--- config.mk ---
export PLATFORM = sky130hd
export DESIGN_NAME = pc_bank_mapper
export DESIGN_NICKNAME = d
export VERILOG_FILES = /design/src/rtl/bankmap_pkg.sv /design/src/rtl/page_classifier.sv /design/src/rtl/bank_selector.sv /design/src/rtl/pc_bank_mapper.sv
export SDC_FILE = /design/constraint.sdc
export NUM_CORES = 1
export LEC_CHECK = 0
export BUFFER_PORTS_ARGS = -buffer_cell sky130_fd_sc_hd__buf_2
export CAP_MARGIN = 20
export CORE_UTILIZATION = 21
export CTS_CLUSTER_SIZE = 40
export DETAILED_ROUTE_END_ITERATION = 10
export GPL_TIMING_DRIVEN = 0
export PLACE_DENSITY = 0.77
export SLEW_MARGIN = 30
export SYNTH_ARGS = -nofsm -noshare
export SYNTH_HDL_FRONTEND = slang
export SYNTH_HIERARCHICAL = 1
export SYNTH_SLANG_ARGS = --single-unit
--- constraint.sdc ---
create_clock -name clk -period 1.1 [get_ports clk]
set_input_delay 0.11 -clock clk [delete_from_list [all_inputs] [get_ports clk]]
set_output_delay 0.11 -clock clk [all_outputs]
set_load 0.05 [all_outputs]
--- src/rtl/bankmap_pkg.sv ---
package bankmap_pkg;

    localparam int GRID_DIM  = 4;
    localparam int NUM_BANKS = GRID_DIM * GRID_DIM;
    localparam int BANK_W    = $clog2(NUM_BANKS);
    localparam int PAGE_LSB  = 12;
    localparam int CGRP_W    = 2;
    localparam int CGRP_BASE = GRID_DIM / 2 - 1;

    typedef enum logic [1:0] {
        SCH_CENTRAL   = 2'b00,
        SCH_REPL_CODE = 2'b01,
        SCH_SPREAD    = 2'b10,
        SCH_SPARE     = 2'b11
    } scheme_e;

    typedef enum logic [1:0] {
        HOME_LOCAL   = 2'd0,
        HOME_CENTRAL = 2'd1,
        HOME_SPREAD  = 2'd2
    } home_kind_e;

    typedef struct packed {
        logic shared;
        logic code;
    } page_class_t;

    typedef logic [BANK_W-1:0] bank_t;

    // Map a 2-bit central-group selector onto the middle 2x2 tiles of the grid.
    function automatic bank_t central_bank(input logic [CGRP_W-1:0] sel);
        int row;
        int col;
        row = CGRP_BASE + int'(sel[1]);
        col = CGRP_BASE + int'(sel[0]);
        return bank_t'(row * GRID_DIM + col);
    endfunction

    function automatic logic is_central(input bank_t b);
        int row;
        int col;
        row = int'(b) / GRID_DIM;
        col = int'(b) % GRID_DIM;
        return (row == CGRP_BASE || row == CGRP_BASE + 1) &&
               (col == CGRP_BASE || col == CGRP_BASE + 1);
    endfunction

endpackage

--- src/rtl/page_classifier.sv ---
module page_classifier
    import bankmap_pkg::*;
(
    input  scheme_e     scheme,
    input  page_class_t cls,
    output home_kind_e  kind
);

    always_comb begin
        if (!cls.shared) begin
            kind = HOME_LOCAL;
        end else begin
            unique case (scheme)
                SCH_CENTRAL:   kind = HOME_CENTRAL;
                SCH_REPL_CODE: kind = cls.code ? HOME_LOCAL : HOME_CENTRAL;
                default:       kind = HOME_SPREAD;
            endcase
        end
    end


    private_local_chk: assert final (cls.shared || kind == HOME_LOCAL);

endmodule

--- src/rtl/bank_selector.sv ---
module bank_selector
    import bankmap_pkg::*;
(
    input  home_kind_e kind,
    input  bank_t      core,
    input  bank_t      page_bits,
    output bank_t      bank
);

    bank_t central_pick;

    assign central_pick = central_bank(page_bits[CGRP_W-1:0]);

    always_comb begin
        unique case (kind)
            HOME_LOCAL:   bank = core;
            HOME_CENTRAL: bank = central_pick;
            default:      bank = page_bits;
        endcase
    end


    central_group_chk: assert final (kind != HOME_CENTRAL || is_central(bank));

endmodule

--- src/rtl/pc_bank_mapper.sv ---
module pc_bank_mapper
    import bankmap_pkg::*;
#(
    parameter int ADDR_W = 40
) (
    input  logic              clk,
    input  logic              rst,
    input  logic              req_valid,
    input  logic [ADDR_W-1:0] req_addr,
    input  logic              req_shared,
    input  logic              req_code,
    input  logic [BANK_W-1:0] req_core,
    input  logic [1:0]        scheme_sel,
    output logic              home_valid,
    output logic [BANK_W-1:0] home_bank
);

    localparam int PAGE_HI = PAGE_LSB + BANK_W;

    page_class_t cls;
    home_kind_e  kind;
    bank_t       page_bits;
    bank_t       next_bank;
    logic        addr_unused;

    assign cls.shared  = req_shared;
    assign cls.code    = req_code;
    assign page_bits   = req_addr[PAGE_LSB +: BANK_W];
    assign addr_unused = ^{req_addr[PAGE_LSB-1:0], req_addr[ADDR_W-1:PAGE_HI]};

    page_classifier u_classify (
        .scheme (scheme_e'(scheme_sel)),
        .cls    (cls),
        .kind   (kind)
    );

    bank_selector u_select (
        .kind      (kind),
        .core      (req_core),
        .page_bits (page_bits),
        .bank      (next_bank)
    );

    always_ff @(posedge clk) begin
        if (rst) begin
            home_valid <= 1'b0;
            home_bank  <= '0;
        end else begin
            home_valid <= req_valid;
            if (req_valid) begin
                home_bank <= next_bank;
            end
        end
    end


    valid_follow_chk: assert property (@(posedge clk) disable iff (rst)
        req_valid |=> home_valid);


    valid_drop_chk: assert property (@(posedge clk) disable iff (rst)
        !req_valid |=> !home_valid);


    private_home_chk: assert property (@(posedge clk) disable iff (rst)
        (req_valid && !req_shared) |=> (home_bank == $past(req_core)));


    shared_data_central_chk: assert property (@(posedge clk) disable iff (rst)
        (req_valid && req_shared && !req_code && !scheme_sel[1]) |=> is_central(home_bank));


    spread_nibble_chk: assert property (@(posedge clk) disable iff (rst)
        (req_valid && req_shared && scheme_sel[1]) |=> (home_bank == $past(req_addr[PAGE_HI-1:PAGE_LSB])));


    idle_hold_chk: assert property (@(posedge clk) disable iff (rst)
        !req_valid |=> $stable(home_bank));

endmodule

==> results of run 1 <==
[cell usage in the layout (no fill, tap or decap)]
| master | Yosys | layout |
|---|---|---|
| inv_1 | 1 | 1 |
| dfxtp_1 | 5 | 5 |
| o31a_1 | 1 | 1 |
| a211oi_4 | 0 | 1 |
| o31ai_1 | 1 | 1 |
| nor2_1 | 5 | 5 |
| buf_2 | 0 | 18 |
| and2_2 | 1 | 1 |
| clkbuf_1 | 0 | 1 |
| and2_1 | 1 | 1 |
| buf_6 | 1 | 1 |
| nand2b_1 | 1 | 1 |
| clkbuf_4 | 0 | 3 |
| mux2i_1 | 6 | 6 |
| nor2b_1 | 3 | 3 |
| o21ai_1 | 2 | 2 |
| nand2_1 | 3 | 3 |
[sequential cells by signal, indices dropped and copies added (netlist names)]
register	flops
home_valid	1
home_bank	4
[layout make-up]
class	instances	area (um^2)	share of cell area, %
plain buffers	1	11.26	2.655
clock buffers	4	26.28	6.195
inverters	1	3.754	0.8850
multi-input cells	25	175.2	41.30
flip-flops and latches	5	100.1	23.60
well taps	14	17.52	4.130
repair buffers	18	90.09	21.24
[critical path, delay by kind of cell]
kind,cells,cell delay (ns)
multiplexers,1,0.13
AND/OR/NAND/NOR,2,0.13
AO/OA/AOI/OAI,2,0.59
buffers and inverters,2,0.13
[stage by stage]
stage | std cells | power (mW) | worst slack [ns] | area [um^2] | hold slack, ns
6_report | 68 | 0.5655 | 0.1349 | 424.2 | 0.08238
5_1_grt | 68 | 0.6003 | 0.03921 | 424.2 | 0.09089
2_1_floorplan | 32 | 0.3005 | 0.02287 | 282.8 | 0.1816
3_5_place_dp | 64 | 0.3477 | -0.2010 | 390.4 | 0.3370
3_3_place_gp | 64 | 0.3460 | -0.1605 | 390.4 | 0.3350
4_1_cts | 68 | 0.5699 | 0.07268 | 416.7 | 0.07584
[kinds of logic (layout without fill, tap and decap cells)]
family / count (synthesis) / in the layout / share of synthesized area (%)
AND/OR/NAND/NOR: 14 / 14 / 24.34
multiplexers: 6 / 6 / 21.24
AO/OA/AOI/OAI: 5 / 5 / 13.72
flip-flops: 5 / 5 / 35.40
buffers and inverters: 2 / 24 / 5.308
[power by group through the flow]
stage	clock network, mW	registers (mW)	logic (mW)
2_1_floorplan	0	0.248	0.0525
3_3_place_gp	0	0.203	0.143
3_5_place_dp	0	0.203	0.145
4_1_cts	0.225	0.200	0.145
5_1_grt	0.238	0.202	0.161
6_report	0.216	0.200	0.149
[final timing paths]
kind / start / to / cells past startpoint
max: req_shared / home_bank[2] / 7
max reg2reg: home_bank[0] / home_bank[0] / 2
min: rst / home_valid / 2
min reg2reg: home_bank[3] / home_bank[3] / 2
[layer usage]
layer  up-vias  share of wire [%]
met1       129                 46
met5         -                  0
met3         3                9.9
met4         0                3.0
met2        17                 41
li1        150                  -
[timing repair]
| item | 4_1_cts | 5_1_grt |
|---|---|---|
| setup endpoints to repair | 0 | 2 |
| endpoints found under the hold margin | 0 | 0 |
| gates resized for setup | 0 | 1 |
==> results.md, run 1 <==
| Quantity | This run | Unit |
|---|---|---|
| Largest net degree at the start of global routing | 9 | - |
| Part of the total power dissipated in the clock network | 38.3 | % |
| Final Max Slew Viols | 0 | - |
| Portion of the post-synthesis area used by sequential elements | 35.40 | % |
| GR Layer Usage met3 | 6.936 | % |
| Tightest Pin Transition | 0.3303 | ns |
| Area contributors post-synth | dfxtp_1 35%, mux2i_1 21%, nor2_1 6.6%, nor2b_1 6.6%, a211oi_2 4.4% | - |
| Routed wirelength normalized by instance count | 9.353 | um |
| Pint | 0.3902 | mW |
| Final antenna-violating net count | 0 | - |
| Flip-flop and latch count after synthesis | 5 | - |
| H-tree Lvls | 1 | - |
| Number of nets in the synthesized netlist | 83 | - |
| CTS sink cnt | 5 | - |
| Status | finished clean | - |
| Power density normalized to cell area | 1333 | nW/um^2 |
| Reg power frac | 35.4 | % |
| Switching pwr | 0.1754 | mW |
| Clk_lat worst skew | 0.24 | ns |
| Final core utilization | 36.22 | % |
| CTS Root Cell | clkbuf_4 | - |
| Initial cell density of the core | 24.15 | % |
| CP Data Required Time | 1.24 | ns |
| Worst path slowest cell | a211oi_4 | - |
| GPL Wtd Cong | 0.5955 | - |
| Drt via density | 4.397 | - |
| Met2 track demand over resource | 15.83 | % |
| Crit path launch type | input pin | - |
| Post-Syn Instances | 32 | - |
| Switch share | 31.01 | % |
| I/O pin total | 56 | - |
| Antenna diodes | 0 | - |
| Crit share post-route | 87.74 | % |
| Routed WL | 636 | um |
| Most frequently used cell type in the post-synthesis netlist | mux2i_1 | - |
| Post-synth ARST share | 0 | % |
| Proportion of netlist area held by the largest area contributor | 35.40 | % |
| Cell type with the largest total area after synthesis | dfxtp_1 | - |
| Setup violators final | 0 | - |
| Accumulated negative setup slack | 0 | ns |
| Starting DRT DRC Count | 1 | - |
| Die width | 38.70 | um |
| Vias in the first global route | 263 | - |
| Floorplan row count | 12 | - |
| Fin nets | 106 | - |
| Post-DP HPWL | 481.8 | um |
| Overall via count from detail_route | 299 | - |
| Data arrival time of the critical path | 1.11 | ns |
| Synth-to-Final Area Change | 50.00 | % |
| First-pass DRT Iterations | 2 | - |
| Critical Path Fanout Max | 6 | - |
| Total Die Area | 1497 | um^2 |
| Port buffer count | 18 | - |
| Average size of a mapped cell | 8.837 | um^2 |
| Critical path endpoint category | register | - |
| Setup Skew | 0 | ns |
| Met1 global-route usage | 10.92 | % |
| Count of distinct cell types in the synthesized netlist | 14 | - |
| First-pass GRT wire length | 1.021 | mm |
| Overall overflow remaining after global route | 0 | - |
| Final hold viol count | 0 | - |
| Clock tree from TritonCTS | built | - |
| Total global routing track utilization | 11.52 | % |
| Relative slew slack | 77.91 | % |
| Worst path max stage delay | 0.33 | ns |
| Combinational power share | 26.3 | % |
| Number of enable-type register cells in the synthesized netlist | 0 | - |
| Share of layout cells above drive strength 1 | 44.44 | % |
| Synthesis Warnings | 6 | - |
| Number of setup buffers added after CTS | 0 | - |
| Register clock-pin slew on the reported worst setup and hold paths | 0.04 | ns |
| Hold buffer count at CTS | 0 | - |
| Fill cells | 123 | - |
| CTS Buf Count | 3 | - |
| Total core area | 1171 | um^2 |
| Register-to-register path setup slack | 0.51 | ns |
| Max Clock Freq | 1036 | MHz |
| Antenna violations before repair | 0 | - |
| Post-layout min period | 0.9651 | ns |
| Most instantiated flip-flop cell in the synthesis netlist | dfxtp_1 | - |
| Routing layer with the top usage in global route | met2 | - |
| Maximum Capacitance Violations | 0 | - |
| Cell leakage power | 0.2117 | nW |
| Setup repair after global routing missed its margin | false | - |
| Worst setup path class | input pin to register | - |
| Top cells by instance count after synthesis | 6 x mux2i_1, 5 x dfxtp_1, 5 x nor2_1 | - |
| Largest buffer count on any clock path | 2 | - |
| Post-Syn Area | 282.8 | um^2 |
| DRC errors left | 0 | - |
| Die height | 38.70 | um |
| Min-delay worst type | input pin to register | - |
| Chain of cells forming the critical path | buf_2 -> inv_1 -> a211oi_4 -> nor2b_1 -> o31a_1 -> mux2i_1 -> nor2_1 | - |
| Worst vdd ir | 693.8 | uV |
No activity file was read; power rests on OpenSTA's default activity.
==> run 2: changes to the inputs <==
ABC_AREA = 1   (was unset)
PLACE_DENSITY = 0.76   (was 0.77)
SYNTH_HIERARCHICAL = unset   (was 1)
==> results.md, run 2 <==
| Quantity | This run | Unit | Change |
|---|---|---|---|
| Critical path endpoint category | output pin | - |  |
| Clock tree from TritonCTS | built | - |  |
| Share of layout cells above drive strength 1 | 34.78 | % | -9.7 points |
| Area contributors post-synth | dfxtp_1 34%, nand4_1 17%, nand2_1 11%, nor2_1 11%, inv_1 10% | - |  |
| Largest register FFs | 4 | - | unchanged |
| Critical Path Fanout Max | 2 | - | -4 |
| Non-filler cells in the finished layout | 84 | - | +24% |
| Accumulated negative setup slack | 0 | ns | unchanged |
| Routed wirelength normalized by instance count | 9.143 | um | -2.2% |
| Antenna violations before repair | 0 | - | unchanged |
| CTS sink cnt | 5 | - | unchanged |
| Cell family with the largest share of critical-path delay | flip-flops | - |  |
| Startpoint of the most critical setup path | home_bank[0] | - |  |
| Critical path buffers and inverters | 1 | - | -1 |
| Worst path max stage delay | 0.32 | ns | about the same |
| CTS Root Cell | clkbuf_4 | - |  |
| Crit share post-route | 84.84 | % | -2.9 points |
| Placed instance count | 80 | - | +25% |
| Worst flop-to-flop path endpoint | home_bank[1] | - |  |
| Fin Hold WS | 0.08191 | ns | -0.0004727 ns |
| # resized after CTS | 0 | - | unchanged |
| Post-layout min period | 0.9333 | ns | -0.03190 ns |
| Final worst slack | 0.1668 | ns | +0.03190 ns |
| Post-Syn Instances | 47 | - | +47% |
| Worst setup path class | register to output pin | - |  |
| Clk_lat worst skew | 0.24 | ns | about the same |
| Top metal layer carrying routed signals | met3 | - |  |
| Overall overflow remaining after global route | 0 | - | unchanged |
| Chain of cells forming the critical path | buf_2 | - |  |
| Post-Syn Area | 295.3 | um^2 | +4.4% |
| Final hold viol count | 0 | - | unchanged |
| CTS Buf Count | 3 | - | unchanged |
| First-pass DRT Iterations | 4 | - | +2 |
| GPL Wtd Cong | 0.7415 | - | +25% |
| Portion of the post-synthesis area used by sequential elements | 33.90 | % | -1.5 points |
| Vias in the first global route | 264 | - | +0.38% |
| Flip-flop and latch count after synthesis | 5 | - | unchanged |
| Met3 wire length | 102 | um | +62% |
| I/O pin total | 56 | - | unchanged |
| Largest register by flop count | home_bank | - |  |
| Largest buffer count on any clock path | 2 | - | unchanged |
| Finished Cell Area | 430.4 | um^2 | +1.5% |
| Cell type with the largest total area after synthesis | dfxtp_1 | - |  |
| Count of distinct cell types in the synthesized netlist | 9 | - | -5 |
| Floorplan row count | 13 | - | +1 |
| Total global routing track utilization | 11.16 | % | -0.36 points |
| Max Clock Freq | 1072 | MHz | +3.4% |
| H-tree Lvls | 1 | - | unchanged |
| Crit path launch type | register | - |  |
| Cell leakage power | 0.2535 | nW | +20% |
| Proportion of netlist area held by the largest area contributor | 33.90 | % | -1.5 points |
| Status | finished clean | - |  |
| Largest net degree at the start of global routing | 10 | - | +1 |
| Min-delay worst type | input pin to register | - |  |
| Final antenna-violating net count | 0 | - | unchanged |
| Routed WL | 768 | um | +21% |
| Final Max Slew Viols | 0 | - | unchanged |
| Worst path slowest cell | dfxtp_1 | - |  |
| Die width | 39.50 | um | +2.1% |
| First-pass GRT wire length | 1.069 | mm | +4.7% |
| Tightest Pin Transition | 0.2473 | ns | -0.08299 ns |
| Drt via density | 4.476 | - | +1.8% |
| Relative slew slack | 83.63 | % | +5.7 points |
| Register clock-pin slew on the reported worst setup and hold paths | 0.05 | ns | about the same |
| Cell depth of the worst flop-to-flop path | 4 | - | +2 |
| Post-synth ARST share | 0 | % | unchanged |
| Critical path depth | 1 | - | -6 |
| Final core utilization | 33.08 | % | -3.1 points |
| Pre-CTS worst setup slack | 0.2011 | ns | +0.4021 ns |
| Port buffer count | 18 | - | unchanged |
| Setup violators final | 0 | - | unchanged |
| Most frequent standard cell in the layout excluding fill and tap cells | buf_2 | - |  |
| Data arrival time of the critical path | 0.82 | ns | -0.29 ns |
| Fill cells | 162 | - | +32% |
| Antenna diodes | 0 | - | unchanged |
| Synth-to-Final Area Change | 45.76 | % |  |
| Number of setup buffers added after CTS | 0 | - | unchanged |
| Most instantiated flip-flop cell in the synthesis netlist | dfxtp_1 | - |  |
| Total core area | 1301 | um^2 | +11% |
| Met1 layer wirelength in the final routing | 362 | um | +24% |
| Placed cell areas | 404.1 | um^2 | +3.5% |
| Setup Skew | 0 | ns | unchanged |
| Number of nets in the synthesized netlist | 98 | - | +18% |
| Met2 wire len | 303 | um | +17% |
| Synthesis Warnings | 0 | - | -6 |
| CP Data Required Time | 0.99 | ns | -0.25 ns |
| Average size of a mapped cell | 6.283 | um^2 | -29% |
| Post-route total power | 0.5650 | mW | about the same |
| Number of enable-type register cells in the synthesized netlist | 0 | - | unchanged |
| Startpoint of the worst register-to-register path | home_bank[1] | - |  |
| Top cells by instance count after synthesis | 9 x nand2_1, 9 x nor2_1, 8 x inv_1, 8 x nand4_1 | - |  |
| Hold buffer count at CTS | 0 | - | unchanged |
| Initial cell density of the core | 22.69 | % | -1.5 points |
| Setup repair after global routing missed its margin | false | - |  |
| Starting DRT DRC Count | 8 | - | +7 |
| Largest registers ranked by flip-flop count | home_bank x4, home_valid x1 | - |  |
| Total Die Area | 1560 | um^2 | +4.2% |
| Overall via count from detail_route | 376 | - | +26% |
| Commonest cells after routing, fill and taps aside | 18 x buf_2, 9 x nor2_1, 9 x nand2_1 | - |  |
| Worst vdd ir | 684.4 | uV | -1.4% |
| Die height | 39.50 | um | +2.1% |
| Maximum Capacitance Violations | 0 | - | unchanged |
| DRC errors left | 0 | - | unchanged |
| Register-to-register path setup slack | 0.48 | ns | -0.03 ns |
| Power density normalized to cell area | 1313 | nW/um^2 | -1.5% |
| Fin nets | 121 | - | +14% |
| Setup crit end | home_bank[0] | - |  |
run 2: changes by cell type in the layout (fill, tap and decap cells not counted), moves of 2 or more:
cell / change
nor2_1: +4
nand4_1: +8
nand3_1: +5
inv_1: +7
nand2_1: +6
o21ai_1: -2
nor2b_1: -3
mux2i_1: -6
run 2: power breakdown:
group / internal, mW / switching (mW) / total (mW)
clock network: 0.137 / 0.0758 / 0.213
registers: 0.195 / 0.00508 / 0.200
logic: 0.0507 / 0.101 / 0.152
total: 0.383 / 0.182 / 0.565
run 2: layer usage:
metal / vias to the layer above / GRT usage [%]
li1: 198 / -
met1: 156 / 13.22
met2: 22 / 13.52
met3: 0 / 9.659
met4: 0 / 5.172
met5: - / 0
run 2: layout make-up:
| type | count | area, um^2 | area share [%] |
|---|---|---|---|
| plain buffers | 1 | 11.26 | 2.616 |
| well taps | 15 | 18.77 | 4.360 |
| multi-input cells | 32 | 148.9 | 34.59 |
| clock buffers | 4 | 26.28 | 6.105 |
| flip-flops and latches | 5 | 100.1 | 23.26 |
| inverters | 9 | 35.03 | 8.140 |
| repair buffers | 18 | 90.09 | 20.93 |
run 2: worst min path at each step:
| stage | start | to | slack, ns | depth (start not counted) |
|---|---|---|---|---|
| after floorplan | rst | home_valid | 0.18 | 1 |
| after global placement | rst | home_valid | 0.34 | 2 |
| after detailed placement | rst | home_valid | 0.34 | 2 |
| after CTS | rst | home_valid | 0.08 | 2 |
| after global routing | rst | home_valid | 0.07 | 2 |
| final | rst | home_valid | 0.08 | 2 |
run 2: cells by family after synthesis:
logic type | after synthesis | share of synthesized area, %
buf+inv | 10 | 15.68
flops | 5 | 33.90
simple gates | 32 | 50.42
